===== src/rtl/rx_desc_engine.sv =====
module rx_desc_engine #(
  parameter int IDX_W   = 8,
  parameter int MIN_LEN = 60
) (
  input  logic             clk,
  input  logic             rst_n,
  input  logic             start,
  input  logic [63:0]      ring_base,
  input  logic [IDX_W-1:0] desc_idx,
  input  logic [12:0]      frame_len,
  input  logic             cls_bcast,
  input  logic             cls_mcast,
  input  logic             cls_phys,
  input  logic [31:0]      crc_word,
  input  logic             in_valid,
  input  logic [31:0]      in_data,
  output logic             in_ready,
  output logic             mem_req,
  output logic             mem_we,
  output logic [63:0]      mem_addr,
  output logic [31:0]      mem_wdata,
  output logic [3:0]       mem_be,
  input  logic             mem_ack,
  input  logic [31:0]      mem_rdata,
  output logic             busy,
  output logic             rx_ok,
  output logic             ovf_irq,
  output logic             miss_inc,
  output logic [IDX_W-1:0] next_idx
);
  localparam int CW = 14;

  typedef enum logic [2:0] {S_IDLE, S_RD, S_DEC, S_DRAIN, S_WR, S_WB1, S_WB0} st_t;
  st_t st;

  logic [63:0]      base_q;
  logic [IDX_W-1:0] idx_q;
  logic [12:0]      len_q;
  logic             b_q, m_q, p_q;
  logic [31:0]      crc_q;
  logic [31:0]      w0, w1, lo, hi;
  logic [1:0]       rw;
  logic [CW-1:0]    k;
  logic             hold;
  logic [31:0]      dbuf;

  logic [CW-1:0] plen, tot, nd, nw;
  logic          drop;
  logic [63:0]   desc_addr, buf_addr;
  logic [31:0]   w0_new, w1_new, wr_data;
  logic [3:0]    wr_be;
  logic [15:0]   pos;
  logic [1:0]    csel;

  assign plen = (len_q < 13'(MIN_LEN)) ? CW'(MIN_LEN) : CW'(len_q);
  assign tot  = plen + CW'(4);
  assign nd   = (CW'(len_q) + CW'(3)) >> 2;
  assign nw   = (tot + CW'(3)) >> 2;
  assign drop = !w0[31] || (tot > CW'(w0[12:0]));

  assign desc_addr = base_q + (64'(idx_q) << 4);
  assign buf_addr  = {hi, lo[31:2], 2'b00};

  assign w0_new = {1'b0, w0[30], 2'b11, w0[27], w0[26] | m_q, w0[25] | p_q,
                   w0[24] | b_q, w0[23:13], tot[12:0]};
  assign w1_new = w1 & ~(32'h1 << 16);

  always_comb begin
    wr_data = '0;
    wr_be   = '0;
    pos     = '0;
    csel    = '0;
    for (int b = 0; b < 4; b++) begin
      pos  = {k, 2'b00} + 16'(b);
      csel = 2'(pos - 16'(plen));
      if (pos < 16'(len_q))     wr_data[8*b +: 8] = dbuf[8*b +: 8];
      else if (pos < 16'(plen)) wr_data[8*b +: 8] = 8'h00;
      else                      wr_data[8*b +: 8] = 8'(crc_q >> {csel, 3'b000});
      wr_be[b] = pos < 16'(tot);
    end
  end

  assign busy     = st != S_IDLE;
  assign in_ready = (st == S_DRAIN) || (st == S_WR && !hold && k < nd);
  assign mem_req  = (st == S_RD) || (st == S_WR && (hold || k >= nd)) ||
                    (st == S_WB1) || (st == S_WB0);
  assign mem_we   = (st == S_WR) || (st == S_WB1) || (st == S_WB0);
  assign mem_be   = (st == S_WR) ? wr_be : 4'hF;

  always_comb begin
    case (st)
      S_RD:    mem_addr = desc_addr + {60'd0, rw, 2'b00};
      S_WR:    mem_addr = buf_addr + (64'(k) << 2);
      S_WB1:   mem_addr = desc_addr + 64'd4;
      default: mem_addr = desc_addr;
    endcase
    case (st)
      S_WB0:   mem_wdata = w0_new;
      S_WB1:   mem_wdata = w1_new;
      default: mem_wdata = wr_data;
    endcase
  end

  always_ff @(posedge clk) begin
    if (!rst_n) begin
      st <= S_IDLE;
      base_q <= '0; idx_q <= '0; len_q <= '0;
      b_q <= 1'b0; m_q <= 1'b0; p_q <= 1'b0; crc_q <= '0;
      w0 <= '0; w1 <= '0; lo <= '0; hi <= '0;
      rw <= '0; k <= '0; hold <= 1'b0; dbuf <= '0;
      rx_ok <= 1'b0; ovf_irq <= 1'b0; miss_inc <= 1'b0;
      next_idx <= '0;
    end else begin
      rx_ok <= 1'b0;
      ovf_irq <= 1'b0;
      miss_inc <= 1'b0;
      case (st)
        S_IDLE: if (start) begin
          base_q <= ring_base; idx_q <= desc_idx; len_q <= frame_len;
          b_q <= cls_bcast; m_q <= cls_mcast; p_q <= cls_phys; crc_q <= crc_word;
          rw <= '0;
          st <= S_RD;
        end
        S_RD: if (mem_ack) begin
          case (rw)
            2'd0: w0 <= mem_rdata;
            2'd1: w1 <= mem_rdata;
            2'd2: lo <= mem_rdata;
            default: hi <= mem_rdata;
          endcase
          rw <= rw + 2'd1;
          if (rw == 2'd3) st <= S_DEC;
        end
        S_DEC: begin
          k <= '0;
          hold <= 1'b0;
          if (drop) begin
            ovf_irq <= 1'b1;
            miss_inc <= 1'b1;
            next_idx <= idx_q;
            st <= (nd == '0) ? S_IDLE : S_DRAIN;
          end else begin
            st <= S_WR;
          end
        end
        S_DRAIN: if (in_valid) begin
          k <= k + CW'(1);
          if (k == nd - CW'(1)) st <= S_IDLE;
        end
        S_WR: begin
          if (in_ready && in_valid) begin
            dbuf <= in_data;
            hold <= 1'b1;
          end else if (mem_ack) begin
            hold <= 1'b0;
            k <= k + CW'(1);
            if (k == nw - CW'(1)) st <= S_WB1;
          end
        end
        S_WB1: if (mem_ack) st <= S_WB0;
        S_WB0: if (mem_ack) begin
          rx_ok <= 1'b1;
          next_idx <= w0[30] ? '0 : idx_q + IDX_W'(1);
          st <= S_IDLE;
        end
        default: st <= S_IDLE;
      endcase
    end
  end
endmodule


===== config.mk =====
export PLATFORM = sky130hd
export DESIGN_NAME = rx_desc_engine
export DESIGN_NICKNAME = d
export VERILOG_FILES = /design/src/rtl/rx_desc_engine.sv
export SDC_FILE = /design/constraint.sdc
export NUM_CORES = 1
export LEC_CHECK = 0
export BUFFER_PORTS_ARGS = -buffer_cell sky130_fd_sc_hd__clkbuf_2
export CORE_ASPECT_RATIO = 1.2
export CORE_MARGIN = 5
export CORE_UTILIZATION = 33
export DETAILED_ROUTE_END_ITERATION = 10
export PLACE_DENSITY = 0.52
export SLEW_MARGIN = 0
export SYNTH_ARGS = -nofsm -noshare
export SYNTH_HDL_FRONTEND = slang
export SYNTH_SLANG_ARGS = --single-unit

===== constraint.sdc =====
create_clock -name clk -period 5.9 [get_ports clk]
set_input_delay 0.59 -clock clk [delete_from_list [all_inputs] [get_ports clk]]
set_output_delay 0.59 -clock clk [all_outputs]
set_load 0.01 [all_outputs]

==> impl_metrics.env <==
export IMPL_finalSetupViolCount=0
export IMPL_layout_filler_cells=7173
export IMPL_detail_route_wirelength_um=91400
export IMPL_critical_path_top_delay_family="simple AND/OR/NAND/NOR gates"
export IMPL_tritoncts_clock_tree="done"
export IMPL_synthTopCellsByCount="nand2_1, dfxtp_1, a21oi_1"
export IMPL_synth_warnings=0
export IMPL_grt_setup_unrepaired="no"
export IMPL_syn_area_per_cell_um2=7.34
export IMPL_finalClockSkew_ps=15.8
export IMPL_dominant_cells_by_area_after_synthesis="dfxtp_1, nand2_1, a21oi_1"
export IMPL_post_drt_wl_per_cell_um=21.9
export IMPL_antenna_diode_count=0
export IMPL_antenna_found_initial=1
export IMPL_multi_input_area_mm2=0.0151
export IMPL_num_rows=104
export IMPL_path_clk_slew_ps=60
export IMPL_final_min_clock_period_ps=5710
export IMPL_design_portCount=304
export IMPL_power_net_switching_mw=4.62
export IMPL_first_pass_grt_wire_length_um=137000
export IMPL_setup_worst_path_end_class="output pin"
export IMPL_die_area_mm2=0.0723
export IMPL_p_clk_share_pct=22.9
export IMPL_gpl_final_weighted_congestion=0.952
export IMPL_min_delay_worst_type="in -> reg"
export IMPL_yosys_cell_types=92
export IMPL_synth_main_ff_cell="dfxtp_1"
export IMPL_timing_critical_path_cells="ha_1 -> fa_1 -> a211oi_4 -> or2_2 -> a311oi_1 -> nand4bb_4 -> or3_1 -> nand4bb_4 -> or2_1 -> or4_4 -> nor3_4 -> a211oi_1 -> a311o_1 -> clkbuf_2"
export IMPL_max_slew_margin_vs_limit_pct=19.3
export IMPL_ant_nets=0
export IMPL_ys_ff_latch=305
export IMPL_core_mm2=0.0668
export IMPL_drt_iter0_markers=1717
export IMPL_globalRoute_totalOverflow=0
export IMPL_detailedRoute_firstPassIterationCount=5
export IMPL_vias_in_the_first_global_route=22000
export IMPL_worstMarginPinSlew_ps=1180
export IMPL_cts_buffer_depth=3
export IMPL_die_y_um=294
export IMPL_post_synth_top_area_fraction_pct=27.6
export IMPL_vias_per_std_cell=5.44
export IMPL_switching_share_pct=45.0
export IMPL_cts_max_level=2
export IMPL_combinationalPowerShare_pct=50.9
export IMPL_timing_setup_critical_path_class="reg -> out"
export IMPL_synth_edff_count=0
export IMPL_mappedNetlistNets=3304
export IMPL_worstSkewPairLatency_ps=580
export IMPL_gr_usage_all_layers_pct=24.3
export IMPL_die_w_um=246
export IMPL_final_period_utilization_pct=96.8
export IMPL_syn_to_final_growth_pct=18.2
export IMPL_finalCoreUtilization_pct=39.1
export IMPL_sequential_cell_area_mm2=0.00611
export IMPL_cts_num_sinks=305
export IMPL_maxSlewViolCount=0
export IMPL_detailedPlacementHpwl_um=70600
export IMPL_crit_path_max_fanout=6
export IMPL_p_seq_share_pct=26.2
export IMPL_layout_drive_gt1_share_pct=16.9
export IMPL_outcome="finished, final reports clean"
export IMPL_placed_cell_area_mm2=0.0247
export IMPL_finalInstanceArea_mm2=0.0261
export IMPL_largest_net_degree_at_the_start_of_global_routing=113
export IMPL_synth_yosys_seq_area_share_pct=27.6
export IMPL_critical_path_arrival_ps=5120
export IMPL_port_buffers=303
export IMPL_finalSetupTns_ps=0
export IMPL_finalHoldViolCount=0
export IMPL_fin_nets=3544
export IMPL_finalPower_mw=10.3
export IMPL_fmaxAchievable_mhz=175
export IMPL_max_capacitance_violation_count=0
export IMPL_critical_path_slowest_cell="or4_4"
export IMPL_post_synth_top_count_cell="nand2_1"
export IMPL_critical_path_top_cell_by_count="nand4bb_4"
export IMPL_start_kind="flip-flop"
export IMPL_crit_path_max_incr_delay_ps=580
export IMPL_power_internal_mw=5.65
export IMPL_power_per_cell_area_mw_per_mm2=393
export IMPL_netlist_area_mm2=0.0221
export IMPL_ir_drop_mv=0.226
export IMPL_cp_data_required_time_ps=5310
export IMPL_synthCells=3012
export IMPL_critical_path_buf_inv_count=1
export IMPL_ys_async_sr_fraction_pct=0
export IMPL_cts_made_buffers=38
export IMPL_cts_root_buf="clkbuf_16"
export IMPL_synth_top_area_cell="dfxtp_1"
export IMPL_postCtsHoldBufs=0
export IMPL_drc_errors=0
export IMPL_hold_ws_ps=226
export IMPL_start_util_pct=33.1
export IMPL_p_leak_nw=9.78
export IMPL_routed_via_count=22700
through the flow:
| step | std cells | worst slack (ps) |
|---|---|---|
| 2_1_floorplan | 3012 | 917 |
| 3_3_place_gp | 4105 | 314 |
| 3_5_place_dp | 4105 | 313 |
| 4_1_cts | 4172 | -14.3 |
| 5_1_grt | 4177 | 2.91 |
| 6_report | 4177 | 191 |
worst register-to-register path, stage by stage, from the launching register on:
cell and delay, ps:
dfxtp_1 420, nor4_1 300, buf_4 190, nand2_1 170, nand2_1 230, ha_1 190
nand3_1 150, nor2_1 170, xnor2_1 280, ha_1 350, a21oi_1 200, o211ai_1 120
o311a_1 300, or4_1 400, a31oi_1 200, o211ai_1 220, a32oi_1 330, buf_4 280
nor2_1 80, a21oi_1 110, nor2_1 50
area by class of cell:
class	instances	area share, %
clock buffers	55	4.07
multi-input cells	2427	57.9
well taps	901	4.31
clock inverters	9	0.560
repair buffers	391	8.48
inverters	89	1.30
flip-flops and latches	305	23.4
power groups by stage:
stage               combinational, mW  sequential [mW]  clock (mW)
floorplan                        3.54             2.56           0
global placement                 5.21             2.73           0
detailed placement               5.21             2.73           0
CTS                              5.25             2.69        2.40
global route                     5.79             2.74        2.48
finish                           5.23             2.69        2.35
layer usage:
layer  share of wire (%)  vias up  track usage (%)
met5                   0        -                0
met4                 3.6        0             7.88
met3                 5.5      137             2.96
met2                  49      770             42.7
met1                  42    10700             31.1
li1                    -    11100                -
state kept, by name, summed over array words and instances, names as in the netlist, 8 cells and up:
name      flops
len_q        13
next_idx      8
k            14
base_q       64
w0           30
idx_q         8
lo           30
dbuf         32
w1           31
crc_q        32
hi           32
kinds of logic after synthesis:
logic type                 count (synthesis)  synth area share, %
and+or+nand+nor                         1313                 27.2
AOI/OAI and AO/OA                        766                 22.4
DFF                                      305                 27.6
buffers and inverters                    280                 5.00
xor gates and xnor gates                 195                 7.79
adders and majority gates                103                 5.93
muxes                                     50                 4.11
worst paths after layout:
path | slack, ps | depth (start not counted) | end | start
worst min register to register | 450 | 2 | next_idx[3]$_SDFFE_PN0P_ | next_idx[3]$_SDFFE_PN0P_
worst max-delay path | 190 | 14 | mem_addr[59] | idx_q[0]$_SDFFE_PN0P_
worst min-delay path | 230 | 3 | crc_q[18]$_SDFFE_PN0P_ | crc_word[18]
worst max register to register | 1010 | 20 | next_idx[4]$_SDFFE_PN0P_ | len_q[10]$_SDFFE_PN0P_
cell usage in the layout (no fill, tap or decap), types with 11 or more instances in the layout:
cell type,netlist,final
nand2_1,737,735
dfxtp_1,305,304
clkbuf_2,0,302
a21oi_1,255,254
nor2_1,157,155
xnor2_1,122,122
o21ai_0,117,114
a21boi_0,110,110
ha_1,100,98
nand3_1,91,89
buf_4,3,86
inv_1,86,85
xor2_1,72,71
a22oi_1,63,63
nor3_1,63,62
nand4_1,46,46
clkbuf_16,0,38
mux4_2,32,32
and3_1,30,30
a21o_1,28,28
o211ai_1,25,25
nor2b_1,22,22
and2_1,20,20
nor4_1,23,19
or3_1,20,18
nand2b_1,18,18
or2_2,17,17
a211oi_1,16,15
o21a_1,13,13
a211o_1,14,13
o221ai_1,14,13
mux2i_1,12,12
clkbuf_1,163,12
a2111oi_0,14,11
and4_1,11,11
timing repair:
action / 4_1_cts / 5_1_grt
setup buffers: 3 / 5
cloned: 0 / 0
pin swaps: 4 / 8
gates resized for setup: 14 / 23
setup endpoints to repair: 14 / 18
(Power assumes the default switching activity.)
